==> config.mk <==
export PLATFORM = sky130hd
export DESIGN_NAME = vol_mute_ctrl
export DESIGN_NICKNAME = d
export VERILOG_FILES = /design/src/rtl/volc_pkg.sv /design/src/rtl/volc_zero_watch.sv /design/src/rtl/volc_gain_lane.sv /design/src/rtl/vol_mute_ctrl.sv
export SDC_FILE = /design/constraint.sdc
export NUM_CORES = 1
export LEC_CHECK = 0
export BUFFER_PORTS_ARGS = -buffer_cell sky130_fd_sc_hd__buf_4
export CAP_MARGIN = 20
export CORE_MARGIN = 1.5
export CORE_UTILIZATION = 50
export CTS_BUF_LIST = sky130_fd_sc_hd__clkbuf_2
export DETAILED_ROUTE_END_ITERATION = 12
export MAX_ROUTING_LAYER = met4
export PLACE_DENSITY_LB_ADDON = 0.08
export SYNTH_ARGS = -nofsm -noshare
export SYNTH_HDL_FRONTEND = slang
export SYNTH_HIERARCHICAL = 1
export SYNTH_SLANG_ARGS = --single-unit
==> constraint.sdc <==
create_clock -name clk -period 6.9 [get_ports clk]
set_input_delay 0.345 -clock clk [delete_from_list [all_inputs] [get_ports clk]]
set_output_delay 0.345 -clock clk [all_outputs]
set_load 0.01 [all_outputs]
==> src/rtl/volc_pkg.sv <==
package volc_pkg;
  localparam int unsigned CODE_W = 8;
  typedef logic [CODE_W-1:0] code_t;
  localparam code_t CODE_SILENT = '1;
  localparam logic [CODE_W:0] CODE_FLOOR = 9'd254;
endpackage

==> src/rtl/volc_zero_watch.sv <==
module volc_zero_watch #(
  parameter int unsigned SMP_W    = 24,
  parameter int unsigned ZRUN_LEN = 2048
) (
  input  logic             clk,
  input  logic             rst_n,
  input  logic             hit_i,
  input  logic [SMP_W-1:0] smp_i,
  input  logic             zd_en_i,
  output logic             zc_o,
  output logic             zd_o
);
  localparam int unsigned RUN_W = $clog2(ZRUN_LEN + 1);
  localparam logic [RUN_W-1:0] RUN_MAX  = RUN_W'(ZRUN_LEN);
  localparam logic [RUN_W-1:0] RUN_LAST = RUN_W'(ZRUN_LEN - 1);

  logic [RUN_W-1:0] run_q, run_d;
  logic             sign_q, sign_d;
  logic             zero_q, zero_d;
  logic             is_zero;

  always_comb begin
    is_zero = (smp_i == '0);
    zc_o    = is_zero | zero_q | (smp_i[SMP_W-1] != sign_q);
    zd_o    = zd_en_i & is_zero & (run_q >= RUN_LAST);
  end

  always_comb begin
    run_d  = run_q;
    sign_d = sign_q;
    zero_d = zero_q;
    if (hit_i) begin
      sign_d = smp_i[SMP_W-1];
      zero_d = is_zero;
      if (!is_zero)            run_d = '0;
      else if (run_q != RUN_MAX) run_d = run_q + RUN_W'(1);
    end
  end

  always_ff @(posedge clk or negedge rst_n) begin
    if (!rst_n) begin
      run_q  <= '0;
      sign_q <= 1'b0;
      zero_q <= 1'b1;
    end else if (hit_i) begin
      run_q  <= run_d;
      sign_q <= sign_d;
      zero_q <= zero_d;
    end
  end

  AST_RUN_SATURATES: assert property (@(posedge clk) disable iff (!rst_n)
    run_q <= RUN_MAX);
endmodule

==> src/rtl/volc_gain_lane.sv <==
module volc_gain_lane
  import volc_pkg::*;
#(
  parameter int unsigned RAMP_DIV = 32
) (
  input  logic  clk,
  input  logic  rst_n,
  input  logic  hit_i,
  input  code_t ch_code_i,
  input  code_t mv_code_i,
  input  logic  soft_i,
  input  logic  zc_i,
  input  logic  zd_i,
  input  logic  zc_en_i,
  output code_t code_o
);
  localparam int unsigned CNT_W = (RAMP_DIV > 2) ? $clog2(RAMP_DIV) : 1;
  localparam logic [CNT_W-1:0] CNT_LAST = CNT_W'(RAMP_DIV - 1);

  code_t            code_q, code_d, goal;
  logic [CNT_W-1:0] cnt_q, cnt_d;
  logic             ramp_q, ramp_d;
  logic [CODE_W:0]  sum;
  logic             hard, tick;

  always_comb begin
    sum  = {1'b0, ch_code_i} + {1'b0, mv_code_i};
    goal = sum[CODE_W-1:0];
    hard = (ch_code_i == CODE_SILENT) | (mv_code_i == CODE_SILENT) |
           (sum > CODE_FLOOR) | zd_i;
    tick = (cnt_q == CNT_LAST);
  end

  always_comb begin
    code_d = code_q;
    cnt_d  = cnt_q;
    ramp_d = ramp_q;
    if (hit_i) begin
      if (hard) begin
        code_d = CODE_SILENT;
        cnt_d  = '0;
        ramp_d = 1'b0;
      end else if (soft_i) begin
        ramp_d = 1'b1;
        cnt_d  = tick ? '0 : cnt_q + CNT_W'(1);
        if (tick && code_q != CODE_SILENT) code_d = code_q + 8'd1;
      end else if (ramp_q) begin
        if (code_q == goal) begin
          ramp_d = 1'b0;
          cnt_d  = '0;
        end else begin
          cnt_d = tick ? '0 : cnt_q + CNT_W'(1);
          if (tick) code_d = (code_q > goal) ? code_q - 8'd1 : code_q + 8'd1;
        end
      end else begin
        cnt_d = '0;
        if (code_q != goal && (zc_i || !zc_en_i)) code_d = goal;
      end
    end
  end

  always_ff @(posedge clk or negedge rst_n) begin
    if (!rst_n) begin
      code_q <= CODE_SILENT;
      cnt_q  <= '0;
      ramp_q <= 1'b0;
    end else if (hit_i) begin
      code_q <= code_d;
      cnt_q  <= cnt_d;
      ramp_q <= ramp_d;
    end
  end

  assign code_o = code_q;

  AST_IDLE_HOLD: assert property (@(posedge clk) disable iff (!rst_n)
    !hit_i |=> $stable(code_q));
  AST_HARD_CODE: assert property (@(posedge clk) disable iff (!rst_n)
    hit_i && (ch_code_i == CODE_SILENT || mv_code_i == CODE_SILENT) |=> code_q == CODE_SILENT);
  AST_BELOW_FLOOR: assert property (@(posedge clk) disable iff (!rst_n)
    hit_i && (sum > CODE_FLOOR) |=> code_q == CODE_SILENT);
  AST_SOFT_STEP: assert property (@(posedge clk) disable iff (!rst_n)
    hit_i && soft_i && !hard |=> (code_q == $past(code_q)) || (code_q == $past(code_q) + 8'd1));
  AST_GATED_HOLD: assert property (@(posedge clk) disable iff (!rst_n)
    hit_i && zc_en_i && !zc_i && !soft_i && !hard && !ramp_q |=> $stable(code_q));
  AST_ZERO_RUN_MUTE: assert property (@(posedge clk) disable iff (!rst_n)
    hit_i && zd_i |=> code_q == CODE_SILENT);
endmodule

==> src/rtl/vol_mute_ctrl.sv <==
module vol_mute_ctrl
  import volc_pkg::*;
#(
  parameter int unsigned NUM_CH   = 8,
  parameter int unsigned SMP_W    = 24,
  parameter int unsigned ZRUN_LEN = 2048,
  parameter int unsigned RAMP_DIV = 32,
  localparam int unsigned CH_W    = $clog2(NUM_CH)
) (
  input  logic                     clk,
  input  logic                     rst_n,
  input  logic                     smp_valid_i,
  input  logic [CH_W-1:0]          smp_chan_i,
  input  logic [SMP_W-1:0]         smp_data_i,
  input  logic [NUM_CH*CODE_W-1:0] ch_vol_i,
  input  logic [CODE_W-1:0]        mstr_vol_i,
  input  logic                     mstr_mute_i,
  input  logic [NUM_CH-1:0]        ch_mute_i,
  input  logic                     zc_en_i,
  input  logic                     zd_en_i,
  output logic [NUM_CH*CODE_W-1:0] atten_o,
  output logic [NUM_CH-1:0]        muted_o
);
  for (genvar c = 0; c < NUM_CH; c++) begin : g_ch
    logic  hit, zc, zd;
    code_t code;

    assign hit = smp_valid_i && (smp_chan_i == CH_W'(c));

    volc_zero_watch #(.SMP_W(SMP_W), .ZRUN_LEN(ZRUN_LEN)) zw_i (
      .clk(clk), .rst_n(rst_n), .hit_i(hit), .smp_i(smp_data_i),
      .zd_en_i(zd_en_i), .zc_o(zc), .zd_o(zd)
    );

    volc_gain_lane #(.RAMP_DIV(RAMP_DIV)) lane_i (
      .clk(clk), .rst_n(rst_n), .hit_i(hit),
      .ch_code_i(ch_vol_i[c*CODE_W +: CODE_W]), .mv_code_i(mstr_vol_i),
      .soft_i(mstr_mute_i | ch_mute_i[c]), .zc_i(zc), .zd_i(zd),
      .zc_en_i(zc_en_i), .code_o(code)
    );

    assign atten_o[c*CODE_W +: CODE_W] = code;
    assign muted_o[c] = (code == CODE_SILENT);
  end
endmodule

# --- Yosys cells after proc, flatten, opt, wreduce, memory -nomap -nowiden ---
# Cells that the tools add are included.
totals:
  regBits: 224
  latchBits: 0
  mem_bits_rw: 0
  rom_bits: 0
  inputBits: 113
  output_inout_bits: 72
  elab_cells: 484
  mem_count: 0
op_classes:
  n_addsub: 40
  multipliers: 0
  div: 0
  order_cmp: 24
  eq_ne: 104
  shift: 0
  mux: 152
  bitwise: 57
  reduce_logical: 59
op_table:
  columns: ["op", "n"]
  rows:
  - ["8-bit 2-to-1 mux", 64]
  - ["5-bit 2-to-1 mux", 40]
  - ["12-bit 2-to-1 mux", 16]
  - ["8-bit equality test (second input constant)", 17]
  - ["12-bit by 1-bit adder with 12-bit output (second input constant)", 8]
  - ["12-bit by 11-bit >= comparator with 1-bit output (second input constant)", 8]
  - ["12-bit != test (second input constant)", 8]
  - ["8-bit by 8-bit adder with 9-bit output", 8]
  - ["9-bit by 8-bit > comparator with 1-bit output (second input constant)", 8]
  - ["8-bit by 1-bit adder with 8-bit output (second input constant)", 8]
  - ["8-bit equality test", 8]
  - ["8-bit > comparator", 8]
  - ["4-bit by 3-bit != test with 1-bit output (second input constant)", 16]
  - ["8-bit != test", 8]
  - ["8-bit != test (second input constant)", 8]
  - ["8-bit by 1-bit subtractor with 8-bit output (second input constant)", 8]
  - ["1-bit OR", 48]
  - ["5-bit by 1-bit adder with 5-bit output (second input constant)", 8]
  - ["5-bit equality test (second input constant)", 8]
  - ["5-bit AND reduction", 8]
  - ["1-bit 2-to-1 mux", 32]
  - ["4-bit nonzero test", 8]
  - ["1-bit logical AND", 24]
  - ["24-bit zero test", 1]
  - ["12 further kinds", 58]

# --- Longest topological paths before layout ---
depth:
  word_depth: 9
  mapped_depth: 15
  mapped_depth_nobuf: 14

# --- Modules after synthesis ---
# Netlist, hierarchy kept.
modules_own_cells:
  columns: ["mod", "n_inst", "cells_each", "area_per_inst_um2", "seq_area_each_um2"]
  rows:
  - ["volc_gain_lane at g_ch[0].lane_i ...", 6, 201, 1677.9, 360.3]
  - ["volc_zero_watch at g_ch[0].zw_i ...", 6, 110, 1024.7, 351.6]
  - ["volc_zero_watch at g_ch[6].zw_i ...", 2, 109, 979.7, 351.6]
  - ["volc_gain_lane at g_ch[5].lane_i", 1, 225, 1849.3, 360.3]
  - ["volc_gain_lane at g_ch[7].lane_i", 1, 210, 1756.7, 360.3]
  - ["vol_mute_ctrl", 1, 45, 259.0, 0.0]

# --- Worst setup path before layout ---
# OpenSTA, ideal clock, no wires.
synth_path:
  path_type: "input to register"
  from: "input port ch_vol_i[56]"
  to: "register g_ch[7].lane_i.code_q[1]"
  setup_time_ps: 83
  t_arrival_ps: 3441
  t_required_ps: 6817
  setup_slack_ps: 3375
  path_stages: 11
  n_path_buf: 0
  path_cell_list: "ha_1 > fa_1 > a211oi_2 > nor4b_1 > nor4_4 > ha_1 > nand4_1 > nor2_1 > o41ai_1 > nand3_4 > o32a_1"
synth_via:
  elab_chain_cells: 8
  word_cells_on_any_way: 22
  classes_between: "add/sub (1); order compare (2); eq/ne (6); mux (7); bitwise (3); reduce/logical (3)"
synth_lines:
  columns: ["element", "line", "text"]
  rows:
  - ["from (decl)", "vol_mute_ctrl.sv:15", "input logic [NUM_CH*CODE_W-1:0] ch_vol_i,"]
  - ["8-bit by 8-bit adder with 9-bit output", "volc_gain_lane.sv:27", "sum = {1'b0, ch_code_i} + {1'b0, mv_code_i};"]
  - ["8-bit > comparator", "volc_gain_lane.sv:53", "if (tick) code_d = (code_q > goal) ? code_q - 8'd1 : code_q + 8'd1;"]
  - ["8-bit 2-to-1 mux (2 in series)", "volc_gain_lane.sv:53", null]
  - ["8-bit 2-to-1 mux", "volc_gain_lane.sv:48", "if (code_q == goal) begin"]
  - ["8-bit 2-to-1 mux", "volc_gain_lane.sv:47", "end else if (ramp_q) begin"]
  - ["8-bit 2-to-1 mux", "volc_gain_lane.sv:43", "end else if (soft_i) begin"]
  - ["8-bit 2-to-1 mux", "volc_gain_lane.sv:39", "if (hard) begin"]
  - ["to (signal assigned)", "volc_gain_lane.sv:68", "code_q <= code_d;"]
  - ["to (decl)", "volc_gain_lane.sv:20", "code_t code_q, code_d, goal;"]
# Parallel ways exist; a longest one is shown, timed or not. The select of a mux whose other input is x is not followed.
# A chain may end at the register's enable or synchronous reset.

# --- Worst setup path after layout ---
layout_path:
  from: "input port ch_vol_i[48]"
  to: "register g_ch[6].lane_i.code_q[4]"
layout_via:
  elab_chain_cells: 8
  word_cells_on_any_way: 22
  classes_between: "add/sub (1); order compare (2); eq/ne (6); mux (7); bitwise (3); reduce/logical (3)"
layout_lines:
  columns: ["element", "line"]
  rows:
  - ["8-bit by 8-bit adder with 9-bit output", "volc_gain_lane.sv:27"]
  - ["8-bit > comparator", "volc_gain_lane.sv:53"]
  - ["8-bit 2-to-1 mux (2 in series)", "volc_gain_lane.sv:53"]
  - ["8-bit 2-to-1 mux", "volc_gain_lane.sv:48"]
  - ["8-bit 2-to-1 mux", "volc_gain_lane.sv:47"]
  - ["8-bit 2-to-1 mux", "volc_gain_lane.sv:43"]
  - ["8-bit 2-to-1 mux", "volc_gain_lane.sv:39"]
  - ["to (signal assigned)", "volc_gain_lane.sv:68"]
  - ["to (decl)", "volc_gain_lane.sv:20"]
# Parallel ways exist; a longest one is shown, timed or not. The select of a mux whose other input is x is not followed.

==> reports/results.ini <==
[yosys]
synthFlopType=dfrtp_1
synthXorXnorAreaFrac=0.0521
synth_edf_count=0
ys_ff_latch=224
syn_inst=2564
synth.distinct_cells=98
syn-num-nets=2861
synth_top_family_by_area=simple AND/OR/NAND/NOR gates
ys_async_sr_fraction=1.00
synth-simple-area-share=0.258
muxShareOfSynthArea=0.0276
synth-seq-area-share=0.258
synth_compound_area_frac=0.230
synth_area_sq_mm=0.0220
synthAdderAreaFrac=0.107
avgSynthCellArea_sq_um=8.60
ys.warnings.count=6

[routing]
drc=0
ant_nets=0
first_pass_iters=5
via_per_inst=6.34
wl_um=66500
wl_per_cell_um=19.5
via_count=21600
drt-initial-drc-count=1716

[power_and_ir_drop]
power_density_mw_per_mm2=235
p_int_uw=3280
pwr-share-comb=0.440
vdd_ir_drop_max_v=0.000112
seqPwrFrac=0.366
p_leak_uw=0.0100
p_sw_uw=2530
switching_share=0.435
p_clk_frac=0.194

[sta]
setup_viol_count_final=0
fin_crit_ns=3.75
hold_violations=0
rsz0062_at_grt=no
fin_crit_sh=0.544
finClkSkew_ns=0.0981
tightest_slew_ns=0.913
tns_ns=0
clock.fmax_ghz=0.266
report.final.slew_viol_count=0
maxSlewHeadroom=0.383

[critical_path]
arrival_ns=4.61
crit_start=ch_vol_i[48]
cp-start-kind=input port
reg2reg_to=g_ch[5].lane_i/cnt_q[3]
critPathCaptureType=flop
r2r_start=g_ch[5].zw_i/run_q[0]
r2r_cells=12
crit_end=g_ch[6].lane_i/code_o[4]
path_class=in -> reg
crit_fanout=5
cp.required_ns=7.75
r2r_slack_ns=3.50

[cts]
cts_num_sinks=224
ctsRootBufferMaster=clkbuf_2
clock_latency_ns=0.98
path_clk_slew_ns=0.09
cts_buffers=69
post_cts_buffers=0
ctsResizeCount=0
clockBufferDepth=3
cts_tree=yes
htreeDepth=3

[final_layout]
seq_area_sq_mm=0.00570
fillers=4012
area_growth_pct=12.3
instances_no_fill=3412
multi_input_area_sq_mm=0.0149
nets=3072
drive_above_1_share=0.190

[hold_path]
holdCritPathClass=in -> reg
worstHoldPathCells=5

[global_routing]
antenna_found_initial=1
grt_max_degree=153
first_global_vias=20800
grt_usage=0.300
globalRouteOverflowTotal=0
grt_pass1_wl_um=107000

[run_status]
status=completed

[floorplan]
boundaryPins=185
die_h_um=213
die_w_um=213
start_util=0.509
core-area_sq_mm=0.0433
dieArea_sq_mm=0.0453
fp-row-count=76

[placement]
dp.cells=3227
gp_congestion=0.988
hpwl_um=47200
io_buffers=184

[run]
max_cap_viol_count=0

==> state kept, by name, summed over array words and instances (netlist names) <==
register	flops
g_ch.lane_i/cnt_q	40
g_ch.lane_i/code_o	64
g_ch.lane_i/ramp_q	8
g_ch.zw_i/run_q	96
g_ch.zw_i/sign_q	8
g_ch.zw_i/zero_q	8
==> logic make-up after synthesis <==
family / after synthesis
and+or+nand+nor: 989
AOI/OAI and AO/OA: 691
buffers and inverters: 286
DFF: 224
adders and majority gates: 184
xor gates and xnor gates: 131
muxes: 59
==> how the worst min path moves through the flow <==
stage / from / endpoint
detailed placement: rst_n / g_ch[5].lane_i/ramp_q
global placement: rst_n / g_ch[0].lane_i/cnt_q[0]
global route: ch_vol_i[23] / g_ch[2].lane_i/cnt_q[0]
finish: ch_vol_i[4] / g_ch[0].lane_i/code_o[0]
floorplan: rst_n / g_ch[0].lane_i/cnt_q[0]
CTS: smp_data_i[16] / g_ch[7].zw_i/run_q[9]
==> per-layer routing <==
layer,GRT usage,part of all wire
met2,0.467,0.47
met3,0.0447,0.053
met4,0.112,0.027
met5,-,0
met1,0.393,0.45
==> critical path, cell delays in order <==
cell           delay, ns
dlygate4sd3_1       0.54
buf_4               0.15
ha_1                0.22
fa_1                0.42
a211oi_1            0.23
o21bai_1            0.11
a21oi_1             0.24
xor2_1              0.40
ha_1                0.33
nand4_1             0.16
nor2_1              0.13
a211oi_1            0.44
o21ai_0             0.30
o22ai_1             0.18
a21boi_0            0.11
o32a_1              0.30
==> cell type report <==
class | count | share of cell area
clock inverters | 16 | 0.00561
well taps | 585 | 0.0296
flip-flops and latches | 224 | 0.230
inverters | 172 | 0.0261
clock buffers | 105 | 0.0212
repair buffers | 254 | 0.0852
multi-input cells | 2054 | 0.602
diodes | 2 | 0.000202
==> placed cells by master (no fill, tap or decap), types with 17 or more instances in the layout <==
| cell | Yosys | routed |
|---|---|---|
| and3_1 | 35 | 35 |
| and4_1 | 31 | 31 |
| o22ai_1 | 95 | 95 |
| a31oi_1 | 69 | 69 |
| buf_4 | 4 | 190 |
| nor2_1 | 143 | 139 |
| mux2i_1 | 44 | 44 |
| xnor2_1 | 65 | 65 |
| nand3_1 | 118 | 118 |
| or3_1 | 39 | 39 |
| dfrtp_1 | 152 | 152 |
| inv_1 | 170 | 170 |
| nand2b_1 | 32 | 32 |
| nand2_1 | 181 | 181 |
| a211oi_1 | 43 | 43 |
| o211ai_1 | 31 | 31 |
| dlygate4sd3_1 | 0 | 60 |
| a21o_1 | 18 | 18 |
| a2bb2oi_1 | 18 | 18 |
| a21oi_1 | 97 | 97 |
| dfstp_2 | 72 | 72 |
| o21ai_0 | 96 | 96 |
| nor3b_1 | 17 | 17 |
| clkbuf_2 | 12 | 105 |
| nand4_1 | 143 | 143 |
| or4_4 | 22 | 22 |
| ha_1 | 176 | 176 |
| or2_2 | 26 | 26 |
| o32ai_1 | 18 | 18 |
| xor2_1 | 66 | 66 |
| nor3_1 | 54 | 54 |
| nor4_1 | 62 | 62 |
==> timing repair <==
action                                  4_1_cts  5_1_grt
endpoints found under the setup margin        0        0
endpoints found under the hold margin       314        0
hold buffers                                 61        0
==> cells in the mapped netlist, types with 9 or more instances <==
| master | number | area share |
|---|---|---|
| a21oi_1 | 97 | 0.022 |
| o21ai_0 | 96 | 0.022 |
| clkbuf_1 | 52 | 0.0089 |
| o32ai_1 | 18 | 0.0072 |
| nor3_1 | 54 | 0.012 |
| a2bb2oi_1 | 18 | 0.0072 |
| and4_1 | 31 | 0.012 |
| o22ai_1 | 95 | 0.027 |
| o41ai_1 | 15 | 0.0060 |
| or2_2 | 26 | 0.0074 |
| buf_6 | 15 | 0.0077 |
| nand2_1 | 181 | 0.031 |
| a22o_1 | 12 | 0.0048 |
| nand2b_1 | 32 | 0.0091 |
| or3_1 | 39 | 0.011 |
| dfstp_2 | 72 | 0.086 |
| nor2_1 | 143 | 0.024 |
| a21o_1 | 18 | 0.0061 |
| nor4b_1 | 11 | 0.0044 |
| nor4_1 | 62 | 0.018 |
| o211ai_1 | 31 | 0.011 |
| nor2b_1 | 16 | 0.0045 |
| clkbuf_2 | 12 | 0.0027 |
| xnor2_1 | 65 | 0.026 |
| inv_1 | 170 | 0.029 |
| a31oi_1 | 69 | 0.020 |
| a211oi_1 | 43 | 0.015 |
| xor2_1 | 66 | 0.026 |
| nor3b_1 | 17 | 0.0058 |
| dfrtp_1 | 152 | 0.17 |
| and3_1 | 35 | 0.0099 |
| clkbuf_8 | 12 | 0.0075 |
| o32a_1 | 13 | 0.0059 |
| o21a_1 | 9 | 0.0031 |
| ha_1 | 176 | 0.10 |
| mux2_2 | 15 | 0.0077 |
| buf_2 | 11 | 0.0025 |
| mux2i_1 | 44 | 0.020 |
| or4_4 | 22 | 0.011 |
| nand4_1 | 143 | 0.041 |
| nand3_1 | 118 | 0.027 |
==> power by group through the flow <==
stage	sequential (uW)	clock (uW)	combinational, uW
6_report	2130	1130	2560
2_1_floorplan	1920	0	1850
3_3_place_gp	2130	0	2460
5_1_grt	2170	1250	2850
3_5_place_dp	2140	0	2480
4_1_cts	2110	1180	2530
==> per-stage QoR <==
| stage | util | area (sq um) | worst slack (ns) | hold slack, ns | total power (uW) |
|---|---|---|---|---|---|
| floorplan | - | 22000 | 3.38 | 0.0494 | 3770 |
| global placement | 0.541 | 23400 | 2.77 | 0.370 | 4590 |
| detailed placement | 0.541 | 23400 | 2.66 | 0.373 | 4620 |
| CTS | 0.571 | 24700 | 3.36 | 0.000617 | 5830 |
| global route | 0.572 | 24700 | 2.86 | 0.0606 | 6270 |
| finish | 0.572 | 24700 | 3.15 | 0.131 | 5810 |
No activity file was read; power rests on OpenSTA's default activity.
